<file path="src/rtl/dafilt_pkg.sv">
package dafilt_pkg;

  localparam int unsigned CRC_W = 32;
  localparam logic [CRC_W-1:0] CRC_POLY = 32'h04C1_1DB7;

  // Strobes from the byte sequencer to the datapath
  typedef struct packed {
    logic clearCrc;  // current byte is byte 0: restart CRC from preset
    logic takeByte;  // current byte belongs to the address
    logic finish;    // current byte is the last address byte
  } dpCtrl_t;

  // One byte of the MSB-shifting CRC, data bits entering LSB first
  function automatic logic [CRC_W-1:0] crcByte(input logic [CRC_W-1:0] crcIn,
                                               input logic [7:0] dataIn);
    logic [CRC_W-1:0] c;
    logic fb;
    c = crcIn;
    for (int b = 0; b < 8; b++) begin
      fb = c[CRC_W-1] ^ dataIn[b];
      c = {c[CRC_W-2:0], 1'b0};
      if (fb) c = c ^ CRC_POLY;
    end
    return c;
  endfunction

endpackage

</file>
<file path="src/rtl/dafilt_ctrl.sv">
module dafilt_ctrl
  import dafilt_pkg::*;
#(
  parameter int unsigned ADDR_BYTES = 6
) (
  input  logic    clk,
  input  logic    rst_n,
  input  logic    byteValid,
  input  logic    frameStart,
  output dpCtrl_t strobes
);
  localparam int unsigned CNT_W = $clog2(ADDR_BYTES + 1);
  localparam logic [CNT_W-1:0] IDLE_CNT = CNT_W'(ADDR_BYTES);
  localparam logic [CNT_W-1:0] LAST_IDX = CNT_W'(ADDR_BYTES - 1);

  // Index of the next expected byte; IDLE_CNT means no address in progress
  logic [CNT_W-1:0] byteIdx;

  always_comb begin
    strobes = '0;
    if (byteValid && frameStart) begin
      strobes.clearCrc = 1'b1;
      strobes.takeByte = 1'b1;
      strobes.finish   = (ADDR_BYTES == 1);
    end else if (byteValid && (byteIdx != IDLE_CNT)) begin
      strobes.takeByte = 1'b1;
      strobes.finish   = (byteIdx == LAST_IDX);
    end
  end

  always_ff @(posedge clk) begin
    if (!rst_n) begin
      byteIdx <= IDLE_CNT;
    end else if (strobes.takeByte) begin
      byteIdx <= frameStart ? CNT_W'(1) : byteIdx + CNT_W'(1);
    end
  end

endmodule

</file>
<file path="src/rtl/dafilt_decide.sv">
module dafilt_decide #(
  parameter int unsigned ADDR_W    = 48,
  parameter int unsigned CRC_W     = 32,
  parameter int unsigned HASH_BITS = 6,
  parameter int unsigned TABLE_W   = 32,
  parameter int unsigned STA_W     = 24
) (
  input  logic [ADDR_W-1:0]  addr,
  input  logic [CRC_W-1:0]   crc,
  input  logic               cfgUcastEn,
  input  logic               cfgMcastEn,
  input  logic               cfgHashEn,
  input  logic               cfgBcastEn,
  input  logic               cfgPromisc,
  input  logic               cfgAllMcast,
  input  logic [TABLE_W-1:0] hashWord0,
  input  logic [TABLE_W-1:0] hashWord1,
  input  logic [STA_W-1:0]   staHi,
  input  logic [STA_W-1:0]   staLo,
  output logic               acceptNow
);
  localparam int unsigned BINS    = 1 << HASH_BITS;
  localparam int unsigned N_WORDS = BINS / TABLE_W;
  localparam int unsigned SEL_W   = $clog2(TABLE_W);

  logic [HASH_BITS-1:0] hashIdx;
  logic [BINS-1:0]      binVec;
  logic [TABLE_W-1:0]   words [N_WORDS];

  assign words[0] = hashWord0;
  assign words[N_WORDS-1] = hashWord1;

  // Lay the table words out as one vector, word 0 in the lowest bins
  for (genvar w = 0; w < N_WORDS; w++) begin : g_bins
    assign binVec[w*TABLE_W +: TABLE_W] = words[w] | {TABLE_W{cfgAllMcast}};
  end

  logic isMcast, isBcast, ucastHit, hashHit;

  assign hashIdx  = crc[CRC_W-1 -: HASH_BITS];
  assign hashHit  = binVec[{hashIdx[HASH_BITS-1 -: HASH_BITS-SEL_W], hashIdx[SEL_W-1:0]}];
  assign isMcast  = addr[ADDR_W-8];
  assign isBcast  = &addr;
  assign ucastHit = (addr == {staHi, staLo});

  always_comb begin
    acceptNow = 1'b0;
    if (cfgPromisc)
      acceptNow = 1'b1;
    else if (isBcast)
      acceptNow = cfgBcastEn;
    else if (isMcast)
      acceptNow = cfgMcastEn && cfgHashEn && hashHit;
    else
      acceptNow = cfgUcastEn && ucastHit;
  end

endmodule

</file>
<file path="src/rtl/dafilt_datapath.sv">
module dafilt_datapath
  import dafilt_pkg::*;
#(
  parameter int unsigned ADDR_BYTES = 6,
  parameter int unsigned HASH_BITS  = 6,
  parameter int unsigned TABLE_W    = 32,
  parameter int unsigned STA_W      = 24
) (
  input  logic               clk,
  input  logic               rst_n,
  input  dpCtrl_t            strobes,
  input  logic [7:0]         byteData,
  input  logic               cfgUcastEn,
  input  logic               cfgMcastEn,
  input  logic               cfgHashEn,
  input  logic               cfgBcastEn,
  input  logic               cfgPromisc,
  input  logic               cfgAllMcast,
  input  logic [TABLE_W-1:0] hashWord0,
  input  logic [TABLE_W-1:0] hashWord1,
  input  logic [STA_W-1:0]   staHi,
  input  logic [STA_W-1:0]   staLo,
  output logic               decisionValid,
  output logic               accept
);
  localparam int unsigned ADDR_W = ADDR_BYTES * 8;

  logic [ADDR_W-1:0] addrReg, addrNext;
  logic [CRC_W-1:0]  crcReg, crcNext, crcBase;
  logic              acceptNow;

  assign crcBase  = strobes.clearCrc ? '1 : crcReg;
  assign crcNext  = crcByte(crcBase, byteData);
  assign addrNext = {addrReg[ADDR_W-9:0], byteData};

  dafilt_decide #(
    .ADDR_W(ADDR_W), .CRC_W(CRC_W), .HASH_BITS(HASH_BITS),
    .TABLE_W(TABLE_W), .STA_W(STA_W)
  ) decide_i (
    .addr(addrNext), .crc(crcNext),
    .cfgUcastEn(cfgUcastEn), .cfgMcastEn(cfgMcastEn), .cfgHashEn(cfgHashEn),
    .cfgBcastEn(cfgBcastEn), .cfgPromisc(cfgPromisc), .cfgAllMcast(cfgAllMcast),
    .hashWord0(hashWord0), .hashWord1(hashWord1),
    .staHi(staHi), .staLo(staLo),
    .acceptNow(acceptNow)
  );

  always_ff @(posedge clk) begin
    if (!rst_n) begin
      addrReg       <= '0;
      crcReg        <= '1;
      decisionValid <= 1'b0;
      accept        <= 1'b0;
    end else begin
      if (strobes.takeByte) begin
        addrReg <= addrNext;
        crcReg  <= crcNext;
      end
      decisionValid <= strobes.finish;
      accept        <= strobes.finish && acceptNow;
    end
  end

endmodule

</file>
<file path="src/rtl/dafilt_top.sv">
module dafilt_top
  import dafilt_pkg::*;
#(
  parameter int unsigned ADDR_BYTES = 6,
  parameter int unsigned HASH_BITS  = 6,
  parameter int unsigned TABLE_W    = 32,
  parameter int unsigned STA_W      = 24
) (
  input  logic               clk,
  input  logic               rst_n,
  input  logic               byteValid,
  input  logic               frameStart,
  input  logic [7:0]         byteData,
  input  logic               cfgUcastEn,
  input  logic               cfgMcastEn,
  input  logic               cfgHashEn,
  input  logic               cfgBcastEn,
  input  logic               cfgPromisc,
  input  logic               cfgAllMcast,
  input  logic [TABLE_W-1:0] hashWord0,
  input  logic [TABLE_W-1:0] hashWord1,
  input  logic [STA_W-1:0]   staHi,
  input  logic [STA_W-1:0]   staLo,
  output logic               decisionValid,
  output logic               accept
);
  dpCtrl_t strobes;

  dafilt_ctrl #(.ADDR_BYTES(ADDR_BYTES)) ctrl_i (
    .clk(clk), .rst_n(rst_n), .byteValid(byteValid),
    .frameStart(frameStart), .strobes(strobes)
  );

  dafilt_datapath #(
    .ADDR_BYTES(ADDR_BYTES), .HASH_BITS(HASH_BITS),
    .TABLE_W(TABLE_W), .STA_W(STA_W)
  ) dp_i (
    .clk(clk), .rst_n(rst_n), .strobes(strobes), .byteData(byteData),
    .cfgUcastEn(cfgUcastEn), .cfgMcastEn(cfgMcastEn), .cfgHashEn(cfgHashEn),
    .cfgBcastEn(cfgBcastEn), .cfgPromisc(cfgPromisc), .cfgAllMcast(cfgAllMcast),
    .hashWord0(hashWord0), .hashWord1(hashWord1),
    .staHi(staHi), .staLo(staLo),
    .decisionValid(decisionValid), .accept(accept)
  );

endmodule

</file>
<file path="config.mk">
export PLATFORM = sky130hd
export DESIGN_NAME = dafilt_top
export DESIGN_NICKNAME = d
export VERILOG_FILES = /design/src/rtl/dafilt_pkg.sv /design/src/rtl/dafilt_ctrl.sv /design/src/rtl/dafilt_decide.sv /design/src/rtl/dafilt_datapath.sv /design/src/rtl/dafilt_top.sv
export SDC_FILE = /design/constraint.sdc
export NUM_CORES = 1
export LEC_CHECK = 0
export BUFFER_PORTS_ARGS = -buffer_cell sky130_fd_sc_hd__buf_2
export CORE_MARGIN = 2
export CORE_UTILIZATION = 55
export DETAILED_ROUTE_END_ITERATION = 10
export GPL_TIMING_DRIVEN = 0
export PLACE_DENSITY = 0.87
export SLEW_MARGIN = 20
export SYNTH_ARGS = -nofsm -noshare
export SYNTH_HDL_FRONTEND = slang
export SYNTH_SLANG_ARGS = --single-unit
</file>
<file path="constraint.sdc">
create_clock -name clk -period 8.6 [get_ports clk]
set_clock_uncertainty 0.15 [all_clocks]
set_input_delay 1.72 -clock clk [delete_from_list [all_inputs] [get_ports clk]]
set_output_delay 1.72 -clock clk [all_outputs]
set_load 0.02 [all_outputs]
</file>
# Yosys cells after proc, flatten, opt, wreduce, memory -nomap -nowiden
# Index checks and enable logic that the tools add are counted.
# word_totals
output_inout_bits,2
regBits,77
word_cells,53
inputBits,130
# classes
bitwise_logic,18
n_lt_le_gt_ge,1
n_eq_ne,3
n_reduce_logical,7
mux,18
n_addsub,1
# ops
op,count
two-way mux 27 bit,8
NOT 14 bit,8
OR 32 bit,2
== test 48 bit,1
AND reduction 48 bit,1
two-way mux 32 bit,1
bitwise XOR 1 bit,8
< comparator 6 x 7 -> 1 bit (second input constant),1
binary-select mux 1 bit (select 6 bit),1
logical AND 1 bit,6
two-way mux 1 bit,5
two-way mux 2 bit,2
adder 3 x 1 -> 3 bit (second input constant),1
== test 3 bit (second input constant),1
two-way mux 3 bit,1
!= test 3 bit (second input constant),1

# Depth between registers and ports, before layout
# Gate-level depths: netlist (run 1).
# logic_depth
word_depth,26
mapped_depth,14
depth_no_buf,11

# Cells and area by module
# Synthesis (run 1) repeated with hierarchy kept, for this count alone.
# unflattened
cells_unflattened,574
area_unflattened_um2,5388.9
# by_module_without_submodules
module,cells_per_inst,instances,area_per_inst_um2,seq_area_each_um2
dafilt_datapath,401,1,3886.2,1481.4
dafilt_decide,152,1,1296.2,0.0
dafilt_ctrl,21,1,206.4,60.1

# Worst setup path before layout (run 1)
# OpenSTA, ideal clock, no wires.
# synth_path
path_type,input-to-reg
from,in byteData[7]
to,reg dp_i.accept
t_arrival_ns,4.131
setup_ns,0.115
path_buffers,2
path_slack_ns,4.205
stages,11
t_required_ns,8.335
path_cell_list,clkbuf_1 > xor2_2 > xnor2_4 > xnor3_1 > buf_6 > mux4_2 > a2111oi_2 > nand3_1 > nand4_1 > a31oi_1 > o21a_1
# synth_between
elab_chain_cells,9
elab_cells_between_ends,12
cone_classes,eq/ne: 1; mux: 6; bitwise: 1; reduce/logical: 4
# synth_lines
item,line,source
"start, declared",dafilt_top.sv:13,"input logic [7:0] byteData,"
bitwise XOR 1 bit,dafilt_pkg.sv:20,fb = c[CRC_W-1] ^ dataIn[b];
two-way mux 27 bit,dafilt_pkg.sv:22,if (fb) c = c ^ CRC_POLY;
binary-select mux 1 bit (select 6 bit),dafilt_decide.sv:41,"assign hashHit = binVec[{hashIdx[HASH_BITS-1 -: HASH_BITS-SEL_W], hashIdx[SEL_W-1:0]}];"
two-way mux 1 bit (implied by the code),dafilt_decide.sv:41,
logical AND 1 bit,dafilt_decide.sv:53,acceptNow = cfgMcastEn && cfgHashEn && hashHit;
two-way mux 1 bit,dafilt_decide.sv:52,else if (isMcast)
two-way mux 1 bit *,dafilt_decide.sv:50,else if (isBcast)
two-way mux 1 bit *,dafilt_decide.sv:48,if (cfgPromisc)
logical AND 1 bit *,dafilt_datapath.sv:60,accept <= strobes.finish && acceptNow;
"end signal, assigned",dafilt_datapath.sv:60,
"end, declared",dafilt_datapath.sv:24,output logic accept
# Every way passes the cells marked *; elsewhere a longest branch is shown, timed or not. The select of a mux whose other input is x is not followed.
# A chain may end at the register's enable or synchronous reset.

# Worst setup path after layout (run 1)
# Ends and elaborated chain as after synthesis.

==> results of run 1 <==
-- routing by layer --
metal  up-vias  global-route usage, %  share of wire [%]
li1       2460                      -                  -
met1      2479                   38.5                 39
met2       359                   53.8                 48
met3        47                   6.87                 11
met4         0                   11.3                2.6
met5         -                      0                  0
-- flip-flops by register name (all words and copies together), names as in the netlist --
name,count
ctrl_i.byteIdx,3
dp_i.accept,1
dp_i.addrReg,40
dp_i.crcReg,32
dp_i.decisionValid,1
-- final cells by class --
type	count	area share [%]
Tap cell	111	2.27
Timing Repair Buffer	124	10.1
Clock buffer	9	2.03
Clock inverter	6	1.02
Inverter	9	0.552
Multi-Input combinational cell	515	55.5
Sequential cell	77	25.2
Buffer	44	3.29
-- cells by family after synthesis --
logic type                 synth area share (%)
AOI/OAI and AO/OA                          15.1
xor gates and xnor gates                   22.0
adders and majority gates                 0.726
buffers and inverters                      4.55
DFF                                        29.8
muxes                                      8.08
and+or+nand+nor                            19.7
-- power by group through the flow --
stage	combinational, W	sequential, W	clock, W
after floorplan	0.000913	0.000462	0
after global routing	0.00124	0.000480	0.000287
after CTS	0.00114	0.000471	0.000272
final	0.00115	0.000475	0.000273
after detailed placement	0.00113	0.000478	0
after global placement	0.00109	0.000475	0
-- through the flow --
stage	total power (W)	area [µm²]	hold WS [ps]	worst slack (ps)	instances
final	0.00190	6120	346	3660	895
after global placement	0.00156	5930	319	3580	880
after floorplan	0.00137	5170	306	4200	645
after detailed placement	0.00161	5930	333	3420	880
after CTS	0.00188	6120	348	3780	895
after global routing	0.00201	6120	383	3430	895
-- final timing paths --
path	start	endpoint
setup / recovery	byteData[7]	dp_i.accept
setup reg to reg	dp_i.crcReg[31]	dp_i.accept
hold / removal	dp_i.addrReg[37]	dp_i.addrReg[37]
hold reg to reg	dp_i.addrReg[37]	dp_i.addrReg[37]
-- worst max-delay path, delay by kind of cell --
kind	cells	cell delay, ps
multiplexers	2	240
AO/OA/AOI/OAI	3	1030
XOR/XNOR	3	1010
AND/OR/NAND/NOR	2	320
buffers and inverters	3	710
-- cell usage in the layout, fill, tap and decap left out, types with 2 or more instances in the layout --
master,n
nor4_1,6
a22o_1,2
nor3_1,5
buf_6,3
a21oi_1,14
o211ai_1,13
o22ai_1,8
o21ai_0,20
nor2b_1,2
ha_1,3
clkinv_2,3
nand2_1,134
inv_1,9
dfxtp_1,77
a31oi_1,4
a22oi_1,4
clkbuf_1,27
clkbuf_8,9
mux2_2,2
xnor2_2,3
nand4_1,23
buf_1,5
and2_1,4
xnor2_1,93
nand3_1,11
mux4_2,6
or3_1,2
a21boi_0,40
xor2_1,24
nor2_1,52
mux2i_1,26
buf_2,131
==> results.py, run 1 <==
metrics = {
    "status": {
        "outcome": "complete, no violations",
    },
    "worst_setup_path": {
        "crit_chain": "clkbuf_1 -> xor2_2 -> xnor2_4 -> xnor3_1 -> buf_6 -> buf_6 -> mux2i_1 -> mux2i_1 -> a2111oi_0 -> nand3_1 -> nand4_1 -> a31oi_1 -> o21a_1",
        "slowest_delay_ps": 630,
        "critPathKind": "in2reg",
        "ff2ff_setup_slack_ps": 4890,
        "critPathLaunchType": "primary input",
        "arrival_ps": 5050,
        "end_kind": "flip-flop",
        "cp.required_ps": 8720,
        "ff2ff_path_depth": 12,
        "worstPathMaxFanout": 10,
        "crit_slowest_cell": "a2111oi_0",
    },
    "sta": {
        "rsz0062_at_grt": "false",
        "maxSlewViolCount": 0,
        "worst_slew_pin_slew_ps": 844,
        "timing.fmax_mhz": 203,
        "setup_viol": 0,
        "max-slew-margin-rel_pct": 43.3,
        "period_share_pct": 57.4,
        "finalHoldViolations": 0,
        "setup_tns_ps": 0,
        "min_period_ps": 4940,
    },
    "yosys": {
        "syn_inst": 645,
        "synth_cell_types": 46,
        "syn_avg_cell_area_um2": 8.02,
        "synthTopCellsByArea": "dfxtp_1 30%, xnor2_1 16%, nand2_1 9.7%, a21boi_0 5.8%, mux2i_1 5.0%",
        "ys_seq_area_share_pct": 29.8,
        "synth-edff-count": 0,
        "yosys.area.top_type": "dfxtp_1",
        "ys_seq_elements": 77,
        "synth.most_common_cell": "nand2_1",
        "synth_top_cell_area_share_pct": 29.8,
        "synth_ff_type": "dfxtp_1",
        "synthesis.area_um2": 5170,
        "syn-num-nets": 778,
        "synthArstFlopShare_pct": 0,
        "synthTopCellsByCount": "134 x nand2_1, 93 x xnor2_1, 77 x dfxtp_1",
        "yosysWarnings": 0,
    },
    "clocking": {
        "insertion_delay_ps": 360,
        "cts_buffers": 9,
        "cts_setup_buffers": 0,
        "cts_max_level": 3,
        "clk_pin_slew_ps": 80,
        "cts_tree": "yes",
        "cts_resized": 0,
        "clock_sinks": 77,
        "clockRootBuffer": "clkbuf_8",
        "postCtsHoldBufs": 0,
        "cts_buffer_depth": 2,
    },
    "global_route": {
        "global_route.overflow_total": 0,
        "gr-usage-all-layers_pct": 31.3,
        "grt_max_degree": 14,
        "antenna_found_initial": 0,
        "grt_pass1_wl_mm": 24.9,
        "grt_pass1_vias": 5107,
    },
    "route": {
        "drc": 0,
        "drt-total-wl_mm": 16.2,
        "drtPass1Iterations": 5,
        "ant_nets": 0,
        "vias": 5345,
        "drtIter0Drc": 496,
        "viasPerCell": 5.97,
        "wl_per_cell_um": 18.1,
    },
    "finish": {
        "diodes": 0,
        "final_layout_size_suffix_gt1_share_pct": 21.2,
        "syn2layout_area_growth_pct": 18.3,
        "seqCellArea_um2": 1540,
        "utilization_pct": 66.5,
        "multi_input_area_um2": 3390,
        "n_fill_cell": 710,
        "nets": 913,
    },
    "floorplanning": {
        "die_w_um": 101,
        "core_um2": 9200,
        "initial_core_util_pct": 56.2,
        "dieArea_um2": 10200,
        "pin_count": 132,
        "fp-row-count": 35,
        "fp.dieH_um": 101,
    },
    "worst_hold_path": {
        "hold_depth": 2,
        "hold_class": "reg2reg",
    },
    "power_and_ir_drop": {
        "p_per_area_nw_per_um2": 311,
        "power.switching_w": 0.000823,
        "p_int_w": 0.00108,
        "power.share.sequential_pct": 25.0,
        "power.share.clock_pct": 14.4,
        "p_comb_share_pct": 60.7,
        "p_sw_share_pct": 43.3,
        "p_leak_nw": 2.39,
        "peakVddDrop_v": 0.000179,
    },
    "run": {
        "max_cap_viol_count": 0,
    },
    "placed_design": {
        "port-buffer-count": 124,
        "post-dp-hpwl_mm": 12.1,
        "gp_congestion": 0.949,
    },
}
No activity file was read; power rests on OpenSTA's default activity.
==> inputs of run 2 (changes only) <==
--- a/config.mk
+++ b/config.mk
@@ -7,10 +7,10 @@
 export LEC_CHECK = 0
 export BUFFER_PORTS_ARGS = -buffer_cell sky130_fd_sc_hd__buf_2
 export CORE_MARGIN = 2
-export CORE_UTILIZATION = 55
+export CORE_UTILIZATION = 54
 export DETAILED_ROUTE_END_ITERATION = 10
 export GPL_TIMING_DRIVEN = 0
-export PLACE_DENSITY = 0.87
+export PLACE_DENSITY = 0.86
 export SLEW_MARGIN = 20
 export SYNTH_ARGS = -nofsm -noshare
 export SYNTH_HDL_FRONTEND = slang
==> constraint.sdc (replaced) <==
create_clock -name clk -period 4.6 [get_ports clk]
set_clock_uncertainty 0.15 [all_clocks]
set_input_delay 0.92 -clock clk [delete_from_list [all_inputs] [get_ports clk]]
set_output_delay 0.92 -clock clk [all_outputs]
set_load 0.02 [all_outputs]
==> results.py, run 2 (synthesis gave the netlist of run 1 again) <==
metrics = {
    "global_route": {
        "grt_pass1_wl_mm": 24.3,
        "gr-usage-all-layers_pct": 30.5,
        "use_met2_pct": 50.8,
        "global_route.overflow_total": 0,
        "antenna_found_initial": 0,
        "grt_pass1_vias": 4956,
        "grt_max_degree": 15,
        "grt.met3_usage_pct": 6.22,
        "gr-usage-met1_pct": 37.9,
        "busiest_layer": "met2",
    },
    "route": {
        "viasPerCell": 5.78,
        "wl_per_cell_um": 17.6,
        "drtPass1Iterations": 5,
        "drc": 0,
        "vias": 5285,
        "drt-total-wl_mm": 16.1,
        "ant_nets": 0,
        "drtIter0Drc": 438,
    },
    "clocking": {
        "clockRootBuffer": "clkbuf_8",
        "cts_tree": "yes",
        "cts_buffer_depth": 2,
        "postCtsHoldBufs": 0,
        "clock_sinks": 77,
        "cts_resized": 0,
        "cts_max_level": 3,
        "insertion_delay_ps": 370,
        "cts_setup_buffers": 0,
        "clk_pin_slew_ps": 90,
        "cts_buffers": 9,
    },
    "finish": {
        "mostFrequentLayoutCells": "134 x nand2_1, 131 x buf_2, 93 x xnor2_1",
        "nets": 913,
        "utilization_pct": 66.3,
        "largest_reg_flops": 40,
        "n_fill_cell": 763,
        "multi_input_area_um2": 3390,
        "largestRegisters": "dp_i.addrReg (40), dp_i.crcReg (32), ctrl_i.byteIdx (3)",
        "seqCellArea_um2": 1540,
        "regMostFlops": "dp_i.addrReg",
        "diodes": 0,
        "final_common_cell": "nand2_1",
        "syn2layout_area_growth_pct": 19.0,
        "final_layout_size_suffix_gt1_share_pct": 21.1,
    },
    "floorplanning": {
        "core_um2": 9280,
        "fp-row-count": 35,
        "die_w_um": 102,
        "fp.dieH_um": 102,
        "pin_count": 132,
        "initial_core_util_pct": 55.7,
        "dieArea_um2": 10400,
    },
    "placed_design": {
        "gp_congestion": 0.970,
        "post-place-ws_ps": 363,
        "port-buffer-count": 124,
        "post-dp-hpwl_mm": 12.1,
    },
    "run": {
        "max_cap_viol_count": 0,
    },
    "power_and_ir_drop": {
        "p_per_area_nw_per_um2": 582,
        "peakVddDrop_v": 0.000273,
        "p_leak_nw": 2.38,
    },
    "worst_hold_path": {
        "min_to": "dp_i.crcReg[7]",
        "min-delay-start": "dp_i.crcReg[7]",
        "hold_class": "reg2reg",
        "hold_depth": 2,
    },
    "worst_setup_path": {
        "critPathLaunchType": "primary input",
        "cp.required_ps": 4710,
        "ff2ff_path_depth": 12,
        "critPathKind": "in2reg",
        "worstPathMaxFanout": 10,
        "arrival_ps": 4010,
        "end_kind": "flip-flop",
        "reg2reg_to": "dp_i.accept",
        "regToRegStartpoint": "dp_i.crcReg[31]",
        "ff2ff_setup_slack_ps": 950,
    },
    "status": {
        "outcome": "complete, no violations",
    },
    "sta": {
        "max-slew-margin-rel_pct": 44.7,
        "min_period_ps": 3890,
        "period_share_pct": 84.6,
        "timing.fmax_mhz": 257,
        "rsz0062_at_grt": "false",
        "finalWorstSetupSlack_ps": 708,
        "maxSlewViolCount": 0,
        "setup_viol": 0,
        "worst_slew_pin_slew_ps": 823,
        "setup_tns_ps": 0,
        "finalHoldViolations": 0,
    },
}
run 2: changes by cell type in the layout (fill, tap and decap cells not counted):
cell,previous run,this run
clkinvlp_4,0,2
inv_6,1,2
clkbuf_1,27,28
clkinv_2,3,0
run 2: worst max-delay path: stages:
cell and delay, ps:
clkbuf_1 340, xor2_2 190, xnor2_4 410, xnor3_1 440, buf_6 180, buf_6 160, mux2i_1 150, mux2i_1 80
a2111oi_0 520, nand3_1 120, nand4_1 140, a31oi_1 150, o21a_1 200
run 2: worst max path at each step:
stage                     start     endpoint  slack (ps)  depth (start not counted)
floorplan           byteData[7]  dp_i.accept        1000                         11
CTS                 byteData[7]  dp_i.accept         720                         13
global placement    byteData[7]  dp_i.accept         430                         13
detailed placement  byteData[7]  dp_i.accept         360                         13
global route        byteData[7]  dp_i.accept         530                         13
finish              byteData[7]  dp_i.accept         710                         13
run 2: power breakdown:
part / internal, W / switching, W / total (W)
registers: 0.000782 / 0.000104 / 0.000885
logic: 0.000987 / 0.00117 / 0.00216
clock network: 0.000256 / 0.000277 / 0.000532
total: 0.00202 / 0.00155 / 0.00358
run 2: area by class of cell:
class	instances	area share, %
Timing Repair Buffer	124	10.1
Clock inverter	6	1.16
Buffer	44	3.28
Tap cell	129	2.62
Clock buffer	10	2.07
Sequential cell	77	25.1
Multi-Input combinational cell	515	55.2
Inverter	9	0.549
run 2: stage by stage:
| step | power (W) | std cells | area, µm² | hold slack (ps) |
|---|---|---|---|---|
| floorplan | 0.00257 | 645 | 5170 | 306 |
| global placement | 0.00292 | 898 | 5950 | 316 |
| detailed placement | 0.00300 | 898 | 5950 | 323 |
| CTS | 0.00354 | 914 | 6150 | 339 |
| global route | 0.00379 | 914 | 6150 | 359 |
| finish | 0.00358 | 914 | 6150 | 340 |
run 2: routing by layer:
layer	share of wire, %	up-vias
met2	47	358
met4	3.4	0
met3	11	50
li1	-	2456
met5	0	-
met1	39	2421
